## config.mk

```make
export PLATFORM = sky130hd
export DESIGN_NAME = fp8_mul_core
export DESIGN_NICKNAME = d
export VERILOG_FILES = /design/src/rtl/fp8_pkg.sv /design/src/rtl/fp8_sign_unit.sv /design/src/rtl/fp8_sig_mul.sv /design/src/rtl/fp8_exp_unit.sv /design/src/rtl/fp8_mul_core.sv
export SDC_FILE = /design/constraint.sdc
export NUM_CORES = 1
export LEC_CHECK = 0
export BUFFER_PORTS_ARGS = -buffer_cell sky130_fd_sc_hd__buf_2
export CAP_MARGIN = 20
export CORE_UTILIZATION = 46
export DETAILED_ROUTE_END_ITERATION = 10
export GPL_ROUTABILITY_DRIVEN = 0
export MAX_ROUTING_LAYER = met4
export PLACE_DENSITY = 0.7
export SLEW_MARGIN = 15
export SYNTH_ARGS = -nofsm -noshare
export SYNTH_HDL_FRONTEND = slang
export SYNTH_SLANG_ARGS = --single-unit
```

## constraint.sdc

```tcl
create_clock -name clk -period 0.8 [get_ports clk]
set_input_delay 0.08 -clock clk [delete_from_list [all_inputs] [get_ports clk]]
set_output_delay 0.08 -clock clk [all_outputs]
set_load 0.02 [all_outputs]
```

## src/rtl/fp8_pkg.sv

```systemverilog
package fp8_pkg;
    parameter int EXP_W = 4;
    parameter int FRC_W = 3;
    parameter int BIAS  = 7;
    localparam int WORD_W = 1 + EXP_W + FRC_W;
    localparam int SIG_W  = FRC_W + 1;
    localparam int PRD_W  = 2 * SIG_W;
    localparam int SUM_W  = EXP_W + 2;

    typedef enum logic [2:0] {
        K_NORM  = 3'd0,
        K_NAN   = 3'd1,
        K_ZERO  = 3'd2,
        K_SAT   = 3'd3,
        K_FLUSH = 3'd4
    } res_kind_e;
endpackage

```

## src/rtl/fp8_sign_unit.sv

```systemverilog
module fp8_sign_unit (
    input  logic s_a,
    input  logic s_b,
    output logic s_out
);
    assign s_out = s_a ^ s_b;
endmodule

```

## src/rtl/fp8_sig_mul.sv

```systemverilog
module fp8_sig_mul
    import fp8_pkg::*;
(
    input  logic [FRC_W-1:0] frc_a,
    input  logic [FRC_W-1:0] frc_b,
    output logic [FRC_W-1:0] frc_out,
    output logic             exp_inc
);
    logic [SIG_W-1:0] sig_a, sig_b;
    logic [PRD_W-1:0] prod;

    assign sig_a = {1'b1, frc_a};
    assign sig_b = {1'b1, frc_b};
    assign prod  = PRD_W'(sig_a) * PRD_W'(sig_b);

    // Product lies in [1.0, 4.0): the top bit marks the case that needs a right shift.
    assign exp_inc = prod[PRD_W-1];

    always_comb begin
        if (exp_inc) frc_out = prod[PRD_W-2 -: FRC_W];
        else         frc_out = prod[PRD_W-3 -: FRC_W];
    end
endmodule

```

## src/rtl/fp8_exp_unit.sv

```systemverilog
module fp8_exp_unit
    import fp8_pkg::*;
(
    input  logic [EXP_W-1:0] exp_a,
    input  logic [EXP_W-1:0] exp_b,
    input  logic             inc,
    output logic [EXP_W-1:0] exp_out,
    output logic             ovf,
    output logic             unf
);
    localparam logic signed [SUM_W-1:0] EMAX = SUM_W'((1 << EXP_W) - 1);
    localparam logic        [SUM_W-1:0] BIAS_V = SUM_W'(BIAS);

    logic        [SUM_W-1:0] sum_u;
    logic signed [SUM_W-1:0] sum_s;

    assign sum_u = SUM_W'(exp_a) + SUM_W'(exp_b) + SUM_W'(inc) - BIAS_V;
    assign sum_s = $signed(sum_u);

    assign ovf     = (sum_s >= EMAX);
    assign unf     = (sum_s < $signed(SUM_W'(1)));
    assign exp_out = sum_u[EXP_W-1:0];
endmodule

```

## src/rtl/fp8_mul_core.sv

```systemverilog
module fp8_mul_core
    import fp8_pkg::*;
(
    input  logic       clk,
    input  logic       rst_n,
    input  logic [7:0] op_a,
    input  logic [7:0] op_b,
    output logic [7:0] result
);
    localparam logic [WORD_W-2:0] MAG_NAN  = '1;
    localparam logic [WORD_W-2:0] MAG_ZERO = '0;
    localparam logic [WORD_W-1:0] W_NAN    = {1'b0, MAG_NAN};
    localparam logic [WORD_W-2:0] MAG_MAXF = {{EXP_W{1'b1}}, {(FRC_W-1){1'b1}}, 1'b0};

    logic             s_a, s_b, s_res;
    logic [EXP_W-1:0] e_a, e_b, e_res;
    logic [FRC_W-1:0] f_a, f_b, f_res;
    logic             inc, ovf, unf;
    logic             nan_in, zero_in;
    res_kind_e        kind;
    logic [WORD_W-1:0] word_nxt, res_q;

    assign {s_a, e_a, f_a} = op_a;
    assign {s_b, e_b, f_b} = op_b;

    fp8_sign_unit u_sign (
        .s_a   (s_a),
        .s_b   (s_b),
        .s_out (s_res)
    );

    fp8_sig_mul u_sig (
        .frc_a   (f_a),
        .frc_b   (f_b),
        .frc_out (f_res),
        .exp_inc (inc)
    );

    fp8_exp_unit u_exp (
        .exp_a   (e_a),
        .exp_b   (e_b),
        .inc     (inc),
        .exp_out (e_res),
        .ovf     (ovf),
        .unf     (unf)
    );

    assign nan_in  = (op_a[WORD_W-2:0] == MAG_NAN)  || (op_b[WORD_W-2:0] == MAG_NAN);
    assign zero_in = (op_a[WORD_W-2:0] == MAG_ZERO) || (op_b[WORD_W-2:0] == MAG_ZERO);

    // Class precedence: NaN, zero, overflow, underflow, normal.
    always_comb begin
        if (nan_in)       kind = K_NAN;
        else if (zero_in) kind = K_ZERO;
        else if (ovf)     kind = K_SAT;
        else if (unf)     kind = K_FLUSH;
        else              kind = K_NORM;
    end

    always_comb begin
        unique case (kind)
            K_NAN:   word_nxt = W_NAN;
            K_ZERO:  word_nxt = '0;
            K_SAT:   word_nxt = {s_res, MAG_MAXF};
            K_FLUSH: word_nxt = '0;
            K_NORM:  word_nxt = {s_res, e_res, f_res};
            default: word_nxt = '0;
        endcase
    end

    always_ff @(posedge clk or negedge rst_n) begin
        if (!rst_n) res_q <= '0;
        else        res_q <= word_nxt;
    end

    assign result = res_q;

    a_r2_nan_code: assert property (@(posedge clk) disable iff (!rst_n)
        nan_in |=> (result == W_NAN));

    a_r3_zero_code: assert property (@(posedge clk) disable iff (!rst_n)
        (zero_in && !nan_in) |=> (result == '0));

    a_r5_sign_xor: assert property (@(posedge clk) disable iff (!rst_n)
        (kind == K_NORM) |=> (result[WORD_W-1] == $past(op_a[WORD_W-1] ^ op_b[WORD_W-1])));

    a_r8_top_exp_codes: assert property (@(posedge clk) disable iff (!rst_n)
        (result[WORD_W-2 -: EXP_W] == '1) |-> (result == W_NAN || result[WORD_W-2:0] == MAG_MAXF));

    a_r9_flush_zero: assert property (@(posedge clk) disable iff (!rst_n)
        (kind == K_FLUSH) |=> (result == '0));

    a_r10_norm_exp_range: assert property (@(posedge clk) disable iff (!rst_n)
        (kind == K_NORM) |=> (result[WORD_W-2 -: EXP_W] != '0 && result[WORD_W-2 -: EXP_W] != '1));
endmodule

```

After elaboration in Yosys (flattened, before gate mapping) --
Cells that the tools add are included.
Word-level totals: output and inout port bits 8, logic and storage cells 23, register bits 8, input bits 18
Cells by class: add/subtract/negate cells 3, reductions and logical operators 5, muxes and demuxes 6, bitwise logic cells 1, equality and inequality tests 4, multiply operators 1, order comparisons 2
Operator list (number):
- $pmux 8 s3 | 1
- $mux 3 | 5
- $eq 7x7->1 const B | 2
- $logic_not 7->1 | 2
- $mul 4x4->8 | 1
- $add 6x1->6 | 1
- $ge 6x5->1 const B | 1
- $lt 6x2->1 const B | 1
- $sub 6x3->6 const B | 1
- $add 4x4->5 | 1
- $eq 3x1->1 const B | 1
- $eq 3x2->1 const B | 1
- $logic_not 3->1 | 1
- $logic_or 1x1->1 | 2
- $xor 1x1->1 | 1

Logic depth before layout (Yosys ltp) --
depth after elaboration 10, gate-level depth with buffers 21, mapped depth without buffers 21

Hierarchy --
Synthesis repeated with hierarchy kept, for this count alone.
Second synthesis, totals: cells, all modules 125, area, all modules 1151.1 um^2
By module, submodules not included:
- fp8_sig_mul | instances 1, sequential area each 0.0 um^2, cells each 53, area an instance 478.0 um^2
- fp8_mul_core | instances 1, sequential area each 200.2 um^2, cells each 37, area an instance 380.4 um^2
- fp8_exp_unit | instances 1, sequential area each 0.0 um^2, cells each 34, area an instance 284.0 um^2
- fp8_sign_unit | instances 1, sequential area each 0.0 um^2, cells each 1, area an instance 8.8 um^2

Worst setup path after synthesis --
No wires, ideal clock.
path type in2reg, start in op_a[1], end reg res_q[1] (netlist: result[1]), setup time 0.148 ns, data required time 0.652 ns, setup slack -3.797 ns, stages on the path 20, arrival time 4.449 ns, cell sequence inv_1 -> nor2_1 -> fa_1 -> inv_1 -> fa_1 -> inv_1 -> ha_1 -> and4_1 -> a221o_1 -> or4_1 -> nand3_1 -> inv_1 -> ha_1 -> inv_1 -> ha_1 -> nor2b_1 -> a32o_1 -> a211o_1 -> a21boi_0 -> o21ai_1
Between the ends: cells in the longest elaborated chain, start to end 10, elaborated cells between the ends (all ways) 18, those cells by class 2 x add/sub; 1 x mul; 2 x order compare; 3 x eq/ne; 6 x mux; 4 x reduce/logical
RTL lines:
- start, declared | line fp8_mul_core.sv:6 | input logic [7:0] op_a,
- $mul 4x4->8 | line fp8_sig_mul.sv:14 | assign prod = PRD_W'(sig_a) * PRD_W'(sig_b);
- $add 6x1->6 | line fp8_exp_unit.sv:17 | assign sum_u = SUM_W'(exp_a) + SUM_W'(exp_b) + SUM_W'(inc) - BIAS_V;
- $sub 6x3->6 | line fp8_exp_unit.sv:17
- $lt 6x2->1 | line fp8_exp_unit.sv:21 | assign unf = (sum_s < $signed(SUM_W'(1)));
- $mux 3 | line fp8_mul_core.sv:56 | else if (unf) kind = K_FLUSH;
- $mux 3 | line fp8_mul_core.sv:55 | else if (ovf) kind = K_SAT;
- $mux 3 | line fp8_mul_core.sv:54 | else if (zero_in) kind = K_ZERO;
- $mux 3 | line fp8_mul_core.sv:53 | if (nan_in) kind = K_NAN;
- $eq 3x2->1 (tied with other cells) | line fp8_mul_core.sv:61 | unique case (kind)
- $pmux 8 s3 * | line fp8_mul_core.sv:61
- named net word_nxt[1] | line fp8_mul_core.sv:21 | logic [WORD_W-1:0] word_nxt, res_q;
- end signal, assigned | line fp8_mul_core.sv:73 | else res_q <= word_nxt;
- end, declared | line fp8_mul_core.sv:21
The timed path passes the listed nets; every way through them passes the cells marked *.

Worst setup path after layout --
start in op_b[2], end reg res_q[4] (netlist: result[4])
Between the ends: cells in the longest elaborated chain, start to end 10, elaborated cells between the ends (all ways) 17, those cells by class 2 x add/sub; 1 x mul; 2 x order compare; 3 x eq/ne; 5 x mux; 4 x reduce/logical
RTL lines:
- start, declared | line fp8_mul_core.sv:7 | input logic [7:0] op_b,
- $mul 4x4->8 | line fp8_sig_mul.sv:14
- $add 6x1->6 | line fp8_exp_unit.sv:17
- $sub 6x3->6 | line fp8_exp_unit.sv:17
- $lt 6x2->1 | line fp8_exp_unit.sv:21
- $mux 3 | line fp8_mul_core.sv:56
- $mux 3 | line fp8_mul_core.sv:55
- $mux 3 | line fp8_mul_core.sv:54
- $mux 3 | line fp8_mul_core.sv:53
- $eq 3x2->1 (tied with other cells) | line fp8_mul_core.sv:61
- $pmux 8 s3 * | line fp8_mul_core.sv:61
- named net word_nxt[4] | line fp8_mul_core.sv:21
Marks and branches as above.

==> flow_summary.rst <==
.. list-table::
   :header-rows: 1

   * - Metric
     - Value
   * - Pre-antenna DRT Iters
     - 4
   * - Proportion of synthesized chip area in sequential cells
     - ~18%
   * - Leakage dissipation
     - 0.980 nW
   * - Setup slack of the critical path after layout
     - -3.29 ns
   * - Switching Share
     - between 30% and 40%
   * - Synthesized flop and latch total
     - 8
   * - Max FFs per register
     - 8
   * - Data required, critical path
     - approximately 0.98 ns
   * - Sort of element at the start of the critical path
     - input pin
   * - Count of inserted antenna diode cells
     - 0
   * - Placement Rows
     - 17
   * - Pre-CTS worst setup slack
     - -3.87 ns
   * - Count of flip-flops with a built-in enable after synthesis
     - 0
   * - Accumulated negative setup slack
     - -26.23 ns
   * - Clock transition at the register clock pins on the worst setup and hold paths after CTS
     - approximately 0.050 ns
   * - Combinational share of power
     - 72.6%
   * - Path type of the worst min-delay path
     - in -> reg
   * - Number of nets produced by synthesis
     - 168
   * - Worst hold path stage count
     - 3
   * - Number of sinks on the clock net
     - 8
   * - Number of DRC markers in iteration 0
     - 26
   * - Peak supply drop
     - about 1.6 mV
   * - Hold Violations, Final
     - 0
   * - Biggest fanout along the worst timing path
     - 7
   * - Power spent charging and discharging nets
     - approximately 1.4 mW
   * - Final period util
     - 511%
   * - Part of the total power dissipated in the clock network
     - under 10%
   * - Kind of end point of the critical path
     - flop
   * - HPWL reported at the end of detailed placement
     - roughly 2500 um
   * - Root Buffer
     - clkbuf_4
   * - Antenna viol nets, final
     - 0
   * - Distinct cells, synth
     - 40
   * - Total design power
     - roughly 3.5 mW
   * - Yosys warning count
     - 0
   * - Wirelength per Cell
     - about 13 um
   * - Die width
     - a little over 50 um
   * - Shortest clock period the worst path allows after layout
     - between 4 and 5 ns
   * - Mean Syn Cell Area
     - about 9 sq um
   * - Total internal power
     - ~2.1 mW
   * - Count of input and output buffers
     - 25
   * - Most used cells in the layout excluding fill and tap cells
     - 50 x buf_4, 15 x buf_2, 14 x inv_1
   * - Outcome
     - finished with violations
   * - Number of pins exceeding their max-slew limit in the final report
     - 0
   * - Final routed wirelength across all metal layers
     - 3080 um
   * - Unrepaired setup endpoints after global routing
     - true
   * - Finished Cell Area
     - approximately 1900 sq um
   * - Share of async-settable or async-resettable flops after synthesis
     - between 90% and 100%
   * - Vias per inst
     - roughly 5.4
   * - Vias after detailed routing
     - between 1000 and 1500
   * - Final design utilization
     - 82.3%
   * - Die extent in y
     - ~52 um
   * - Max capacitance violation total
     - 0
   * - PD cells
     - about 1900 nW/um^2
   * - First-pass GRT wire length
     - between 5000 and 6000 um
   * - CP Data Arrival Time
     - between 4 and 5 ns
   * - Antenna violations before repair
     - 0
   * - Core ar.
     - 2280 sq um
   * - Worst hold slack
     - 0.107 ns
   * - Share of layout cells above drive strength 1
     - between 50 and 60%
   * - Post-detailed-route DRC marker count
     - 0
   * - Nets
     - ~250
   * - Count of non-filler cells in the finished layout
     - roughly 240
   * - Vias in the first global route
     - roughly 1300
   * - Starting density of the core
     - 50.0%
   * - H-Tree Level Count
     - 1
   * - Largest net degree at the start of global routing
     - 9
   * - Area Growth Syn to Fin
     - 64.7%
   * - CTS tree
     - yes
   * - Synthesized cell area
     - 1140 sq um
   * - Leading cell type in the layout, fill and taps excluded
     - buf_4
   * - Crit Path Class
     - in -> reg
   * - GR Overflow Total
     - 0
   * - Most frequently used flop master after synthesis
     - dfrtp_1
   * - Overall track demand over capacity in global routing
     - 27.2%
   * - Worst-case clock buffer depth
     - 2
   * - I/O Pins
     - 26
   * - Measured slew at the worst slew-check pin
     - 0.367 ns
   * - DP Area
     - ~1700 sq um
   * - CTS Buf Count
     - 3
   * - Peak clock frequency supported by timing
     - between 0.2 and 0.25 GHz
   * - Relative slew slack
     - 74.9%
   * - Area of the die
     - between 2000 and 3000 sq um
   * - Placed Instances
     - between 200 and 250
   * - Number of standard cells after synthesis
     - between 100 and 150
   * - Violated checks
     - setup timing
   * - Setup violators final
     - 16
   * - Part of the total power dissipated in sequential elements
     - 18.7%
-- worst max-delay path, stage by stage --
cell	delay [ns]
buf_12	0.12
inv_16	0.05
nor2_4	0.03
fa_1	0.51
inv_2	0.04
fa_1	0.49
inv_1	0.05
ha_1	0.25
and4_1	0.15
a221o_1	0.31
or4_4	0.42
nand3_2	0.09
inv_2	0.05
ha_4	0.16
inv_2	0.06
ha_4	0.19
nor2b_4	0.12
a32o_1	0.21
a211o_1	0.27
or3_4	0.44
o21ai_2	0.16
-- synth_stat cells (3+ instances only) --
library cell / instances / area (sq um)
inv_1: 21 / 78.8
nor4_1: 4 / 25.0
nand4_1: 3 / 18.8
mux2i_1: 3 / 30.0
o21ai_1: 5 / 25.0
dfrtp_1: 8 / 200
ha_1: 15 / 188
a21oi_1: 6 / 30.0
nand3_1: 7 / 35.0
xnor2_1: 4 / 35.0
nor2_1: 8 / 30.0
fa_1: 6 / 120
and3_1: 3 / 18.8
-- kinds of logic (layout without fill, tap and decap cells) --
| group | count (synthesis) | in the layout | synth area share (%) |
|---|---|---|---|
| compound gates | 25 | 25 | 15.3 |
| simple gates | 42 | 42 | 21.3 |
| xor+xnor | 8 | 8 | 8.14 |
| fa+ha+maj | 21 | 21 | 27.1 |
| buf+inv | 22 | 100 | 7.92 |
| mux | 3 | 3 | 2.64 |
| flops | 8 | 8 | 17.6 |
-- layer usage --
metal  wire, um  share of wire, %  vias to the layer above  global-route usage (%)
met5          0                 0                        -                       -
met2       1670                54                       38                    53.0
met3         77               2.5                        6                    1.75
met1       1280                42                      596                    28.3
li1           -                 -                      618                       -
met4         53               1.7                        0                    9.91
-- final cells by class --
| type | count | area [sq um] |
|---|---|---|
| Multi-Input combinational cell | 99 | 923 |
| Timing Repair Buffer | 76 | 582 |
| Fill cell | 156 | 403 |
| Sequential cell | 8 | 200 |
| Inverter | 21 | 110 |
| Tap cell | 28 | 35.0 |
| Clock buffer | 3 | 22.5 |
-- power by group through the flow --
stage	Sequential [mW]	Combinational (mW)	Clock [mW]
2_1_floorplan	0.857	0.971	0
3_3_place_gp	0.620	2.03	0
3_5_place_dp	0.618	2.10	0
4_1_cts	0.657	2.50	0.307
5_1_grt	0.681	2.76	0.339
6_report	0.658	2.55	0.304
-- final timing paths --
kind	startpoint	to
max	op_b[2]	result[4]$_DFF_PN0_
min	op_b[7]	result[7]$_DFF_PN0_
max in group asynchronous	rst_n	result[7]$_DFF_PN0_
min in group asynchronous	rst_n	result[0]$_DFF_PN0_
-- timing repair --
action	in CTS	in global routing
hold buffers	1	0
buffers inserted	2	0
pin swaps	12	9
hold endpoints to repair	8	0
resized for setup	33	2
endpoints found under the setup margin	16	16
(Power assumes the default switching activity.)
